==> src/rtl/csr_pkg.sv <==
package csr_pkg;
    // Shared widths, derived depths and the stage record for the delay line.
    localparam int unsigned IDX_W     = 22;
    localparam int unsigned TS_W      = 2;
    localparam int unsigned HD_W      = 3;
    localparam int unsigned MAX_BASE  = 6;
    localparam int unsigned MAX_EXTRA = (1 << HD_W) - 1;
    localparam int unsigned DEPTH     = MAX_BASE + MAX_EXTRA;
    localparam int unsigned TAP_W     = $clog2(DEPTH);

    typedef struct packed {
        logic             valid;
        logic             win;
        logic             peer;
        logic             miss_all;
        logic [IDX_W-1:0] idx;
    } res_t;

    // Stage index (base delay minus one) for a table-size code; code 3 maps to the longest.
    function automatic logic [TAP_W-1:0] base_tap(input logic [TS_W-1:0] code);
        case (code)
            2'b00:   base_tap = TAP_W'(3);
            2'b01:   base_tap = TAP_W'(4);
            default: base_tap = TAP_W'(MAX_BASE - 1);
        endcase
    endfunction
endpackage

==> src/rtl/csr_delay_line.sv <==
// Fixed-depth register chain holding one search record per stage.
// Two read taps choose the stages seen by the SRAM and flag drivers.
// Assumes the taps stay static while searches are in flight.
module csr_delay_line
    import csr_pkg::*;
#(
    parameter int unsigned N_STAGE = DEPTH,
    parameter int unsigned TW      = $clog2(N_STAGE)
) (
    input  logic          clk,
    input  logic          rst_n,
    input  res_t          din,
    input  logic [TW-1:0] tap_sram,
    input  logic [TW-1:0] tap_flag,
    output res_t          q_sram,
    output res_t          q_flag
);
    res_t stage [N_STAGE];

    for (genvar g = 0; g < N_STAGE; g++) begin : g_stage
        if (g == 0) begin : g_head
            // Capture the incoming search record every clock.
            always_ff @(posedge clk) begin
                if (!rst_n) stage[0] <= '0;
                else        stage[0] <= din;
            end
        end else begin : g_body
            // Advance the record one stage per clock.
            always_ff @(posedge clk) begin
                if (!rst_n) stage[g] <= '0;
                else        stage[g] <= stage[g-1];
            end
            // every stage moves on each clock, so no gap and no reordering
            a_r11_stage_shift: assert property (@(posedge clk) disable iff (!rst_n)
                $past(rst_n) |-> (stage[g] == $past(stage[g-1])));
        end
    end

    // Select the two read stages, guarding out-of-range taps.
    always_comb begin
        q_sram = (int'(tap_sram) < N_STAGE) ? stage[tap_sram] : '0;
        q_flag = (int'(tap_flag) < N_STAGE) ? stage[tap_flag] : '0;
    end

    a_r3_flag_tap_in_range: assert property (@(posedge clk) disable iff (!rst_n)
        int'(tap_flag) < N_STAGE);
endmodule

==> src/rtl/csr_flag_drv.sv <==
// Drives the found/valid flags and their enable from the delayed record.
// A local win always drives; the last device fills misses and empty cycles
// unless another device claimed the search.
module csr_flag_drv
    import csr_pkg::*;
(
    input  logic clk,
    input  logic rst_n,
    input  res_t rec,
    input  logic last_dev,
    output logic hit_found,
    output logic hit_valid,
    output logic flag_oe
);
    // Choose the flag values and whether this device owns them.
    always_comb begin
        hit_found = 1'b0;
        hit_valid = 1'b0;
        flag_oe   = 1'b0;
        if (rec.valid && rec.win) begin
            hit_found = 1'b1;
            hit_valid = 1'b1;
            flag_oe   = 1'b1;
        end else if (last_dev && !(rec.valid && rec.peer)) begin
            flag_oe   = 1'b1;
            hit_valid = rec.valid && rec.miss_all;
        end
    end

    // a found flag is only ever shown as a valid, driven result
    a_r4_found_is_valid: assert property (@(posedge clk) disable iff (!rst_n)
        hit_found |-> (hit_valid && flag_oe));
    // a device that is not last drives the flags only for a win
    a_r7_not_last_only_wins: assert property (@(posedge clk) disable iff (!rst_n)
        (!last_dev && flag_oe) |-> hit_found);
    // the last device never leaves the flags undriven unless a peer claimed
    a_r6_last_owns_idle: assert property (@(posedge clk) disable iff (!rst_n)
        (last_dev && !flag_oe) |-> (rec.valid && rec.peer));
endmodule

==> src/rtl/csr_sram_drv.sv <==
// Drives the SRAM address and strobes and their enables from the delayed record.
// Without a local win the pins carry the idle pattern, driven only by the
// bus owner and only when no other device claimed the search.
module csr_sram_drv
    import csr_pkg::*;
(
    input  logic             clk,
    input  logic             rst_n,
    input  res_t             rec,
    input  logic             last_bus,
    output logic [IDX_W-1:0] sram_addr,
    output logic             sram_ce_n,
    output logic             sram_we_n,
    output logic             sram_ale_n,
    output logic             sram_drive,
    output logic             sram_oe_n,
    output logic             sram_oe_drive
);
    // Address and strobes: winning index or the idle pattern.
    always_comb begin
        sram_addr  = '1;
        sram_ce_n  = 1'b1;
        sram_we_n  = 1'b1;
        sram_ale_n = 1'b1;
        sram_drive = 1'b0;
        if (rec.valid && rec.win) begin
            sram_addr  = rec.idx;
            sram_ce_n  = 1'b0;
            sram_ale_n = 1'b0;
            sram_drive = 1'b1;
        end else if (last_bus && !(rec.valid && rec.peer)) begin
            sram_drive = 1'b1;
        end
    end

    // Output-enable strobe: low whenever some device reads the SRAM this cycle.
    always_comb begin
        sram_oe_n     = !(rec.valid && (rec.win || rec.peer));
        sram_oe_drive = last_bus;
    end

    // a driven bus with the chip disabled must show the all-ones address
    a_r9_idle_pattern: assert property (@(posedge clk) disable iff (!rst_n)
        (sram_drive && sram_ce_n) |-> ((&sram_addr) && sram_we_n && sram_ale_n));
    // a selected chip always comes with the address latch and a read
    a_r8_win_strobes: assert property (@(posedge clk) disable iff (!rst_n)
        !sram_ce_n |-> (sram_drive && !sram_ale_n && sram_we_n));
endmodule

==> src/rtl/cascade_result_delay.sv <==
// Top of the cascaded search-result delay pipeline. Encodes each incoming
// search, delays it through one shared chain, and taps it at the base delay
// for the SRAM pins and at base plus extra delay for the flags.
// Assumes the configuration is static between resets.
module cascade_result_delay
    import csr_pkg::*;
(
    input  logic             clk,
    input  logic             rst_n,
    input  logic [TS_W-1:0]  cfg_table_size,
    input  logic [HD_W-1:0]  cfg_hit_delay,
    input  logic             cfg_last_dev,
    input  logic             cfg_last_bus,
    input  logic             req_valid,
    input  logic             req_hit,
    input  logic [IDX_W-1:0] req_index,
    input  logic             peer_claim,
    output logic             hit_found,
    output logic             hit_valid,
    output logic             flag_oe,
    output logic [IDX_W-1:0] sram_addr,
    output logic             sram_ce_n,
    output logic             sram_we_n,
    output logic             sram_ale_n,
    output logic             sram_drive,
    output logic             sram_oe_n,
    output logic             sram_oe_drive,
    output logic             cfg_err
);
    res_t             din;
    res_t             rec_sram;
    res_t             rec_flag;
    logic [TAP_W-1:0] tap_sram;
    logic [TAP_W-1:0] tap_flag;

    // Classify the search against the rest of the cascade.
    always_comb begin
        din.valid    = req_valid;
        din.win      = req_valid && req_hit && !peer_claim;
        din.peer     = req_valid && peer_claim;
        din.miss_all = req_valid && !req_hit && !peer_claim;
        din.idx      = req_index;
    end

    // Derive the two read stages and the reserved-code flag.
    always_comb begin
        tap_sram = base_tap(cfg_table_size);
        tap_flag = tap_sram + TAP_W'(cfg_hit_delay);
        cfg_err  = (cfg_table_size == 2'b11);
    end

    csr_delay_line #(.N_STAGE(DEPTH), .TW(TAP_W)) u_line (
        .clk      (clk),
        .rst_n    (rst_n),
        .din      (din),
        .tap_sram (tap_sram),
        .tap_flag (tap_flag),
        .q_sram   (rec_sram),
        .q_flag   (rec_flag)
    );

    csr_flag_drv u_flag (
        .clk       (clk),
        .rst_n     (rst_n),
        .rec       (rec_flag),
        .last_dev  (cfg_last_dev),
        .hit_found (hit_found),
        .hit_valid (hit_valid),
        .flag_oe   (flag_oe)
    );

    csr_sram_drv u_sram (
        .clk           (clk),
        .rst_n         (rst_n),
        .rec           (rec_sram),
        .last_bus      (cfg_last_bus),
        .sram_addr     (sram_addr),
        .sram_ce_n     (sram_ce_n),
        .sram_we_n     (sram_we_n),
        .sram_ale_n    (sram_ale_n),
        .sram_drive    (sram_drive),
        .sram_oe_n     (sram_oe_n),
        .sram_oe_drive (sram_oe_drive)
    );

    // the reserved code must land on the longest base delay
    a_r2_reserved_longest: assert property (@(posedge clk) disable iff (!rst_n)
        cfg_err |-> (tap_sram == TAP_W'(MAX_BASE - 1)));
    // while this device owns the strobe, its own win pulls it low
    a_r10_oe_on_own_win: assert property (@(posedge clk) disable iff (!rst_n)
        (sram_oe_drive && !sram_ce_n) |-> !sram_oe_n);
    // flags are never shown before the SRAM pins of the same search
    a_r3_flag_after_sram: assert property (@(posedge clk) disable iff (!rst_n)
        tap_flag >= tap_sram);
endmodule

==> config.mk <==
export PLATFORM = sky130hd
export DESIGN_NAME = cascade_result_delay
export DESIGN_NICKNAME = d
export VERILOG_FILES = /design/src/rtl/csr_pkg.sv /design/src/rtl/csr_delay_line.sv /design/src/rtl/csr_flag_drv.sv /design/src/rtl/csr_sram_drv.sv /design/src/rtl/cascade_result_delay.sv
export SDC_FILE = /design/constraint.sdc
export NUM_CORES = 1
export LEC_CHECK = 0
export CAP_MARGIN = 20
export CORE_MARGIN = 2
export CORE_UTILIZATION = 40
export CTS_BUF_LIST = sky130_fd_sc_hd__clkbuf_4
export DETAILED_ROUTE_END_ITERATION = 8
export PLACE_DENSITY_LB_ADDON = 0.3
export REMOVE_ABC_BUFFERS = 1
export SETUP_SLACK_MARGIN = 0.05
export SYNTH_ARGS = -nofsm -noshare
export SYNTH_HDL_FRONTEND = slang
export SYNTH_SLANG_ARGS = --single-unit
==> constraint.sdc <==
create_clock -name clk -period 5.59 [get_ports clk]
set_input_delay 0.8385 -clock clk [delete_from_list [all_inputs] [get_ports clk]]
set_output_delay 0.8385 -clock clk [all_outputs]
set_load 0.1 [all_outputs]
==> results of run 1 <==
[cells in the mapped netlist, drive strengths merged, types with 2 or more instances]
master	number	area [um2]
mux2	23	259.0
dfxtp	184	3684
mux4	10	244.0
nor2b	2	12.51
xor2	2	25.03
and2	181	1132
ha	4	50.05
a21o	2	15.01
mux2i	39	390.4
nor3	2	10.01
clkbuf	28	105.1
nand2	25	93.84
nor2	7	26.28
inv	7	26.27
a21oi	5	25.02
buf	10	82.58
[layout by cell type (no fill, tap or decap), types with 2 or more instances in the layout]
master and n:
dfxtp_1 184, and2_1 181, clkdlybuf4s50_1 41, mux2i_1 39, nand2_1 25, mux2_2 23, buf_4 22, clkbuf_4 18
inv_1 6, nor2_1 6, a21oi_1 5, mux4_2 5, mux4_1 5, ha_1 4, bufinv_16 4, clkinv_2 3
buf_12 3, nor2b_1 2, nor3_1 2, a21o_1 2, clkinvlp_4 2, clkinv_1 2, buf_2 2
[final cells by class]
type	instances	area (um2)
Clock buffer	18	135.1
Tap cell	211	264.0
Fill cell	1402	7968
Timing Repair Buffer	68	645.6
Sequential cell	184	3684
Inverter	7	26.28
Multi-Input combinational cell	313	2379
Clock inverter	11	157.7
[stage by stage]
step	hold slack (ns)	cells	total power [W]	util, %	area [um2]
6_report	0.4281	812	0.002244	47.78	7291
3_5_place_dp	0.4097	783	0.001520	45.86	6998
2_1_floorplan	0.4057	504	0.001450	-	6086
4_1_cts	0.4398	812	0.002271	47.78	7291
5_1_grt	0.4525	812	0.002341	47.78	7291
3_3_place_gp	0.4072	783	0.001515	45.86	6998
[power by group through the flow]
| stage | combinational (W) | sequential (W) | clock (W) |
|---|---|---|---|
| 6_report | 0.000144 | 0.00134 | 0.000756 |
| 4_1_cts | 0.000146 | 0.00134 | 0.000780 |
| 2_1_floorplan | 0.0000790 | 0.00137 | 0 |
| 3_5_place_dp | 0.000146 | 0.00137 | 0 |
| 3_3_place_gp | 0.000142 | 0.00137 | 0 |
| 5_1_grt | 0.000158 | 0.00135 | 0.000834 |
[worst max-delay path by stage]
stage               cells past startpoint   endpoint  slack, ns         startpoint
floorplan                               9  hit_valid       0.43  cfg_table_size[1]
global placement                       10  hit_valid       0.79   cfg_hit_delay[0]
detailed placement                     10  hit_valid       0.69   cfg_hit_delay[0]
CTS                                    10  hit_valid       0.69   cfg_hit_delay[0]
global route                           10  hit_valid       0.46   cfg_hit_delay[0]
finish                                 10  hit_valid       0.72   cfg_hit_delay[0]
[cells by family after synthesis]
group / synth area share, %
flip-flops: 58.72
adder cells (fa/ha/maj): 1.117
multiplexers: 14.24
buffers and inverters: 3.410
other: 0.05978
AO/OA/AOI/OAI: 1.177
XOR/XNOR: 0.3990
AND/OR/NAND/NOR: 20.88
[metal layers]
layer	global-route usage [%]	vias up	part of all wire [%]	wire, um
li1	-	1825	-	-
met1	16.91	1650	48	4788
met2	19.97	71	46	4578
met3	4.005	14	4.7	468
met4	5.754	0	1.6	163
met5	0	-	0	0
==> results.txt, run 1 <==
----------------------------------------------------
[Clock tree]
  Clock root cell ... clkbuf_4
  CTS tree ... done
  Total of hold buffers inserted after clock tree synthesis ... 0
  Clk_lat worst skew ... around 0.56 ns
  TritonCTS buffer count ... 17
  Gates resized, CTS repair ... 0
  H-tree level count ... 4
  Maximum number of buffers from clock root to sink ... 2
  Number of clock sinks ... around 180
  Clock Pin Slew Worst Setup and Hold Paths ... 0.13 ns
  Buffer count from post-CTS setup fixing ... 0

[Place]
  Pre-CTS setup slack ... approximately 0.7 ns
  PortBufs ... 64
  Total half-perimeter wirelength after legalization and detailed placement ... 6293 um
  GP Congestion ... 0.7995

[Final layout]
  Largest registers in the final layout ... u_line.stage: 184 flops
  Number of antenna diodes ... 0
  Number of nets in the layout ... 630
  Synth-to-Final Area Change ... 16.21%
  Max reg flops ... between 150 and 200
  Largest Register ... u_line.stage
  Layout cell share with drive strength beyond 1 ... approximately 14%

[STA]
  Clock Skews ... between 0.015 and 0.02 ns
  Total count of hold-check failures in the final report ... 0
  Least setup slack across all paths after layout ... 0.7177 ns
  Count of endpoints failing setup in the final report ... 0
  RSZ-0062 raised after global routing ... no
  Max frequency ... 0.2052 GHz
  Setup TNS ... 0 ns
  Slew HR ... 35.01%
  Part of the cycle the worst path needs ... 87.16%
  Count of final max-slew check failures ... 0
  Crit path time final ... between 4 and 5 ns
  Slew of the pin with the lowest slew margin ... 0.9718 ns

[Hold path]
  Worst Hold Class ... reg -> reg
  Hold Path End ... u_line.stage[2][20]
  Hold Crit Depth ... 1
  Worst Min Path Start ... u_line.stage[1][20]

[Drt]
  DRC ... 0
  Post-detailed-route wirelength per cell ... 12.31 um
  Vias/cell ... 4.384
  Count of vias placed by the detailed router ... 3,560
  Violation count after the first detailed-routing iteration ... 160
  Routed wire length ... 9998 um
  First-pass detailed-route iteration total ... 6
  Antenna viol nets, final ... 0

[Synthesis]
  Syn. warnings ... 0
  Post-synthesis average cell area ... 11.57 um2
  Number of cells produced by synthesis ... 542
  Register bit count reported by yosys ... between 150 and 200
  Count of distinct cell types in the synthesized netlist ... 34
  Most frequently used flop master after synthesis ... dfxtp_1
  Mapped cell area ... 0.006274 mm2
  Portion of the post-synthesis area used by sequential elements ... 58.72%
  Share of synthesized registers carrying an async set or reset ... 0%
  Number of enable flip-flop cells after synthesis ... 0

[Global route]
  Total track usage ... 12.99%
  Number of antenna violations at the first check in global routing ... 0
  Pin count of the biggest net entering global routing ... 103
  First-pass GRT wire length ... approximately 17,000 um
  Grt ovf ... 0
  Number of global-route vias before repair ... ~3,400

[Pwr]
  Switching fraction of total power ... 21.89%
  Combinational cell fraction of total power ... roughly 6.4%
  Fraction of power consumed by sequential logic ... roughly three fifths
  Cell area power density ... between 300 and 400 mW/mm2
  Internal power contribution ... 0.001752 W
  Leakage power ... 3.050 nW
  Clock share of power ... 33.7%
  VDD IR max ... 0.0001359 V
  Switching Power ... 0.0004912 W

[Die]
  Number of primary I/O pins ... 66
  Core Region ... 0.01526 mm2
  Initial standard-cell utilization of the core ... 41.12%
  Full die area ... 0.01670 mm2
  X dimension of the die ... around 130 um
  Die span in y ... 129.2 um
  Std cell rows ... 45

[Worst setup path]
  WP data required ... around 4.8 ns
  Worst path max stage delay ... 1.06 ns
  Buffers plus inverters on the worst setup path ... 3
  Worst reg2reg endpoint ... u_line.stage[4][25]
  Critical Path AT ... 4.03 ns
  Largest delay share family, worst path ... adder cells
  Classification of the worst setup path ... in -> out
  Critical Path, Cell by Cell ... clkdlybuf4s50_1, ha_1, inv_1, fa_1, mux2i_1, mux4_2, nor3_1, a21o_1, a41o_1, buf_12
  Crit Path Max Fanout ... 17
  Worst Reg2Reg Path Length in Cells ... 1
  Startpoint type of the worst setup path ... input port
  Element type at the critical path end ... output port
  Cell with the biggest individual delay on the critical path ... fa_1
  Reg2reg start ... u_line.stage[3][25]
  Reg-to-reg slack, setup ... 4.99 ns

[Flow run]
  Number of max-cap violations ... 0

[Outcome]
  Run status ... completed

----------------------------------------------------
Note: power is estimated with default switching activity, not from simulation.
==> run 2: changes to the inputs <==
Settings changed: ABC_CLOCK_PERIOD_IN_PS from default to 5590, DONT_BUFFER_PORTS from default to 1.
==> run 2 against run 1 <==
Die area stayed put. Sequential power hardly changed. Clock-buffer cell count stayed put. Final area is 8.4% lower. Sequential cell count stayed put. Clock power is 5.2% lower. Critical path depth stayed put.
==> results.txt, run 2 (synthesis results as in run 1) <==
----------------------------------------------------
[Outcome]
  Run status ... completed

[Final layout]
  Largest Register ... u_line.stage
  Post-Layout Cell Count ... 751 (-7.5%)
  Fillcell total ... 1,442 (+2.9%)
  Most common cell after layout, fill and taps aside ... dfxtp_1
  Largest registers in the final layout ... u_line.stage: 184 flops
  Multi-input gate area ... 0.002387 mm2 (+0.37%)
  Max reg flops ... 184 (unchanged)
  Utilization after layout ... 43.79% (-4.0 points)
  Most frequent cells in the layout ... dfxtp_1 (184), and2_1 (181), mux2i_1 (39), nand2_1 (25), mux2_2 (23)
  Number of nets in the layout ... 566 (-10%)
  Layout cell share with drive strength beyond 1 ... 12.59% (-1.7 points)
  Number of antenna diodes ... 0 (unchanged)
  Synth-to-Final Area Change ... 6.502%
  Footprint of the flip-flops and latches ... 0.003684 mm2 (unchanged)

[Worst setup path]
  Classification of the worst setup path ... in -> out
  Element type at the critical path end ... output port
  Worst Reg2Reg Path Length in Cells ... 1 (unchanged)
  Startpoint type of the worst setup path ... input port
  Critical Path AT ... 3.74 ns (-0.29 ns)
  Reg-to-reg slack, setup ... 5.01 ns (+0.02 ns)
  WP data required ... 4.75 ns (about the same)
  Crit Path Max Fanout ... 31 (+14)

[STA]
  Crit path time final ... 4.575 ns (-0.2969 ns)
  Slew of the pin with the lowest slew margin ... 1.129 ns (+0.1569 ns)
  Part of the cycle the worst path needs ... 81.85% (-5.3 points)
  Total count of hold-check failures in the final report ... 0 (unchanged)
  Setup TNS ... 0 ns (unchanged)
  Max frequency ... 0.2186 GHz (+6.5%)
  Count of endpoints failing setup in the final report ... 0 (unchanged)
  Count of final max-slew check failures ... 0 (unchanged)
  Clock Skews ... 0.02236 ns (+0.006805 ns)
  Slew HR ... 24.93% (-10 points)
  Final hold slack ... 0.3525 ns (-0.07559 ns)
  Least setup slack across all paths after layout ... 1.015 ns (+0.2969 ns)
  RSZ-0062 raised after global routing ... no

[Clock tree]
  Gates resized, CTS repair ... 0 (unchanged)
  CTS tree ... done
  Clock Pin Slew Worst Setup and Hold Paths ... 0.13 ns (about the same)
  Maximum number of buffers from clock root to sink ... 2 (unchanged)
  Total of hold buffers inserted after clock tree synthesis ... 0 (unchanged)
  Number of clock sinks ... 184 (unchanged)
  H-tree level count ... 4 (unchanged)
  Clk_lat worst skew ... 0.55 ns (about the same)
  TritonCTS buffer count ... 17 (unchanged)
  Clock root cell ... clkbuf_4
  Buffer count from post-CTS setup fixing ... 0 (unchanged)

[Die]
  Std cell rows ... 45 (unchanged)
  Die span in y ... 129.2 um (unchanged)
  Full die area ... 0.01670 mm2 (unchanged)
  Number of primary I/O pins ... 66 (unchanged)
  X dimension of the die ... 129.2 um (unchanged)
  Core Region ... 0.01526 mm2 (unchanged)
  Initial standard-cell utilization of the core ... 41.12% (unchanged)

[Global route]
  Total track usage ... 12.92% (-0.065 points)
  First-pass GRT wire length ... 16,660 um (about the same)
  Number of antenna violations at the first check in global routing ... 0 (unchanged)
  Pin count of the biggest net entering global routing ... 183 (+78%)
  Grt ovf ... 0 (unchanged)
  Number of global-route vias before repair ... 3,393 (-1.0%)

[Drt]
  Routed wire length ... 9908 um (-0.90%)
  Antenna viol nets, final ... 0 (unchanged)
  Violation count after the first detailed-routing iteration ... 153 (-4.4%)
  DRC ... 0 (unchanged)
  Post-detailed-route wirelength per cell ... 13.19 um (+7.1%)
  Vias/cell ... 4.482 (+2.2%)
  Count of vias placed by the detailed router ... 3,366 (-5.4%)
  First-pass detailed-route iteration total ... 4 (-2)

[Hold path]
  Worst Hold Class ... in -> reg
  Hold Crit Depth ... 1 (unchanged)

[Pwr]
  VDD IR max ... 0.0002064 V (+52%)
  Leakage power ... 2.778 nW (-8.9%)
  Cell area power density ... 322.0 mW/mm2 (+4.6%)

[Place]
  Pre-CTS setup slack ... 1.046 ns (+0.3515 ns)
  GP Congestion ... 0.7736 (-3.2%)
  Placed cell count ... 719 (-8.2%)
  PortBufs ... 0 (-100%)
  Total half-perimeter wirelength after legalization and detailed placement ... 5979 um (-5.0%)

[Flow run]
  Number of max-cap violations ... 0 (unchanged)

----------------------------------------------------
[run 2: worst paths after layout]
path,from,to
setup / recovery,cfg_table_size[1],hit_valid
hold / removal,req_hit,u_line.stage[0][22]
setup reg to reg,u_line.stage[5][25],u_line.stage[6][25]
hold reg to reg,u_line.stage[2][9],u_line.stage[3][9]
[run 2: final cells by class]
type                            instances  share of cell area [%]
Sequential cell                       184                   55.13
Timing Repair Buffer                    4                  0.5618
Tap cell                              211                   3.951
Inverter                                7                  0.3933
Multi-Input combinational cell        313                   35.73
Clock buffer                           18                   2.022
Clock inverter                         14                   2.210
[run 2: power breakdown]
| part | total, W | switching (W) | internal (W) |
|---|---|---|---|
| clock | 0.000717 | 0.000442 | 0.000274 |
| sequential | 0.00134 | 0.00000643 | 0.00134 |
| combinational | 0.0000900 | 0.0000456 | 0.0000444 |
[run 2: per-stage QoR]
step	power (W)	cell area (um2)
2_1_floorplan	0.001450	6086
3_3_place_gp	0.001461	6384
3_5_place_dp	0.001464	6399
4_1_cts	0.002188	6681
5_1_grt	0.002258	6681
6_report	0.002151	6681
[run 2: metal layers]
layer | share of wire [%] | routed length, um | vias to the layer above | track usage, %
met2 | 48 | 4737 | 64 | 20.84
met4 | 1.6 | 157 | 0 | 4.923
li1 | - | - | 1706 | -
met1 | 42 | 4199 | 1584 | 14.66
met3 | 8.2 | 813 | 12 | 6.606
met5 | 0 | 0 | - | 0
[run 2: critical path: stages]
cell and delay (ns):
nand2b_1 0.09, ha_1 0.17, inv_1 0.07, fa_1 1.09
mux2i_1 0.17, mux4_2 0.52, nor3_1 0.21, a21o_1 0.16
a41o_1 0.11, buf_4 0.28
==> run 3: changes to the inputs <==
Settings changed: ABC_CLOCK_PERIOD_IN_PS 5590 to 4000.
Clock period 5.59 ns to 4 ns, I/O delays scaled along.
==> run 3 against run 2 <==
First-iteration DRC count up 22%. Final area up 2.3%. Worst hold slack worse by 0.21 ns. Highest routed layer unchanged. Critical path type unchanged. Utilization up 1.0 points. Combinational power up 40%. Largest cell class unchanged. Clock power up 53%. Setup slack worse by 0.63 ns.
==> results.txt, run 3 (synthesis results as in run 1) <==
----------------------------------------------------
[Pwr]
  Leakage power ... 2.859 nW (+2.9%)
  Power Total ... 0.003105 W (+44%)
  Cell area power density ... 454.1 mW/mm2 (+41%)
  VDD IR max ... 0.0003038 V (+47%)

[Drt]
  First-pass detailed-route iteration total ... 4 (unchanged)
  Violation count after the first detailed-routing iteration ... 186 (+22%)
  Vias/cell ... 4.450 (-0.71%)
  Routed wire length ... 9664 um (-2.5%)
  Count of vias placed by the detailed router ... 3,400 (+1.0%)
  Antenna viol nets, final ... 0 (unchanged)
  DRC ... 0 (unchanged)
  Post-detailed-route wirelength per cell ... 12.65 um (-4.1%)

[Die]
  Initial standard-cell utilization of the core ... 41.12% (unchanged)
  Core Region ... 0.01526 mm2 (unchanged)
  Number of primary I/O pins ... 66 (unchanged)
  Std cell rows ... 45 (unchanged)
  Die span in y ... 129.2 um (unchanged)
  Full die area ... 0.01670 mm2 (unchanged)
  X dimension of the die ... 129.2 um (unchanged)

[STA]
  Count of endpoints failing setup in the final report ... 0 (unchanged)
  Total count of hold-check failures in the final report ... 0 (unchanged)
  RSZ-0062 raised after global routing ... no
  Max frequency ... 0.2767 GHz
  Part of the cycle the worst path needs ... 90.36%
  Count of final max-slew check failures ... 0 (unchanged)
  Crit path time final ... 3.614 ns
  Clock Skews ... 0.01769 ns (-0.004674 ns)
  Slew of the pin with the lowest slew margin ... 0.9675 ns (-0.1611 ns)
  Slew HR ... 35.34% (+10 points)

[Worst setup path]
  Reg2reg start ... u_line.stage[7][22]
  Largest delay share family, worst path ... multiplexers
  Buffers plus inverters on the worst setup path ... 2 (unchanged)
  Critical Path AT ... 3.01 ns (-0.73 ns)
  Worst path max stage delay ... 0.56 ns (-0.53 ns)
  Classification of the worst setup path ... in -> out
  Cell with the biggest individual delay on the critical path ... mux4_2
  Worst Reg2Reg Path Length in Cells ... 1 (unchanged)
  Element type at the critical path end ... output port
  WP data required ... 3.40 ns (-1.35 ns)
  Reg-to-reg slack, setup ... 3.38 ns (-1.63 ns)
  Critical Path, Cell by Cell ... nand2b_1, ha_1, inv_1, fa_1, xor2_2, mux4_2, mux2_2, a41o_1, buf_12
  Crit Path Max Fanout ... 31 (unchanged)
  Worst reg2reg endpoint ... u_line.stage[8][22]
  Startpoint type of the worst setup path ... input port

[Final layout]
  Max reg flops ... 184 (unchanged)
  Most common cell after layout, fill and taps aside ... dfxtp_1
  Fillcell total ... 1,409 (-2.3%)
  Most frequent cells in the layout ... dfxtp_1 (184), and2_1 (181), mux2i_1 (39), nand2_1 (25), mux2_2 (23)
  Number of nets in the layout ... 579 (+2.3%)
  Number of antenna diodes ... 0 (unchanged)
  Layout cell share with drive strength beyond 1 ... 14.65% (+2.1 points)
  Largest Register ... u_line.stage
  Utilization after layout ... 44.81% (+1.0 points)
  Synth-to-Final Area Change ... 8.995%
  Cell area after layout ... 0.006838 mm2 (+2.3%)
  Largest registers in the final layout ... u_line.stage: 184 flops

[Clock tree]
  Maximum number of buffers from clock root to sink ... 2 (unchanged)
  TritonCTS buffer count ... 17 (unchanged)
  H-tree level count ... 4 (unchanged)
  Clock root cell ... clkbuf_4
  Number of clock sinks ... 184 (unchanged)
  Total of hold buffers inserted after clock tree synthesis ... 0 (unchanged)
  Buffer count from post-CTS setup fixing ... 0 (unchanged)
  Clk_lat worst skew ... 0.52 ns (-0.03 ns)
  Gates resized, CTS repair ... 0 (unchanged)
  CTS tree ... done
  Clock Pin Slew Worst Setup and Hold Paths ... 0.12 ns (about the same)

[Global route]
  Grt ovf ... 0 (unchanged)
  Number of global-route vias before repair ... 3,274 (-3.5%)
  First-pass GRT wire length ... 15,970 um (-4.2%)
  Pin count of the biggest net entering global routing ... 183 (unchanged)
  Total track usage ... 12.35% (-0.57 points)
  Number of antenna violations at the first check in global routing ... 0 (unchanged)

[Place]
  PortBufs ... 0 (unchanged)
  Total half-perimeter wirelength after legalization and detailed placement ... 5980 um (about the same)
  GP Congestion ... 0.7895 (+2.1%)
  Cell area after placement ... 0.006514 mm2 (+1.8%)

[Hold path]
  Worst Min Path Start ... peer_claim
  Hold Crit Depth ... 1 (unchanged)
  Hold Path End ... u_line.stage[0][24]
  Worst Hold Class ... in -> reg

[Outcome]
  Run status ... completed

[Flow run]
  Number of max-cap violations ... 0 (unchanged)

----------------------------------------------------
## run 3: changes by cell type in the layout (fill, tap and decap cells not counted), moves of 2 or more
cell       delta
bufinv_16     +2
clkbuf_4      +2
buf_4        +12
buf_12        +2
## run 3: where the power goes
group          switching (W)  total, W  internal [W]  leakage [nW]
combinational      0.0000621  0.000126     0.0000640          1.19
sequential        0.00000884   0.00188       0.00187          1.50
clock               0.000583   0.00110      0.000518         0.169
total               0.000654   0.00311       0.00245          2.86
## run 3: area by class of cell
type	count	area, um2	area share (%)
inverters	7	26.28	0.3843
well taps	211	264.0	3.861
multi-input cells	313	2387	34.91
flip-flops and latches	184	3684	53.87
repair buffers	17	152.6	2.232
clock inverters	12	173.9	2.543
clock buffers	20	150.1	2.196
## run 3: stage by stage
stage / hold WS, ns / instances / TNS (ns) / worst slack [ns]
2_1_floorplan: 0.4057 / 504 / -1.295 / -0.6863
3_3_place_gp: 0.4081 / 732 / 0 / 0.4138
5_1_grt: 0.06923 / 764 / 0 / 0.2320
3_5_place_dp: 0.4097 / 732 / 0 / 0.4025
4_1_cts: 0.08313 / 764 / 0 / 0.3917
6_report: 0.1464 / 764 / 0 / 0.3855
## run 3: how the worst max path moves through the flow
| stage | startpoint | slack, ns | cells after the start | to |
|---|---|---|---|---|
| after detailed placement | cfg_table_size[1] | 0.40 | 9 | hit_valid |
| after global routing | cfg_table_size[1] | 0.23 | 10 | hit_valid |
| after CTS | cfg_table_size[1] | 0.39 | 9 | hit_valid |
| after floorplan | cfg_table_size[1] | -0.69 | 9 | hit_valid |
| after global placement | cfg_table_size[1] | 0.41 | 9 | hit_valid |
| final | cfg_table_size[1] | 0.39 | 9 | hit_valid |
## run 3: layer usage
layer / up-vias / part of all wire [%] / track usage (%) / wire length (um)
li1: 1732 / - / - / -
met1: 1599 / 44 / 14.75 / 4297
met2: 59 / 47 / 19.50 / 4515
met3: 10 / 7.6 / 5.987 / 735
met4: 0 / 1.2 / 4.284 / 116
met5: - / 0 / 0 / 0
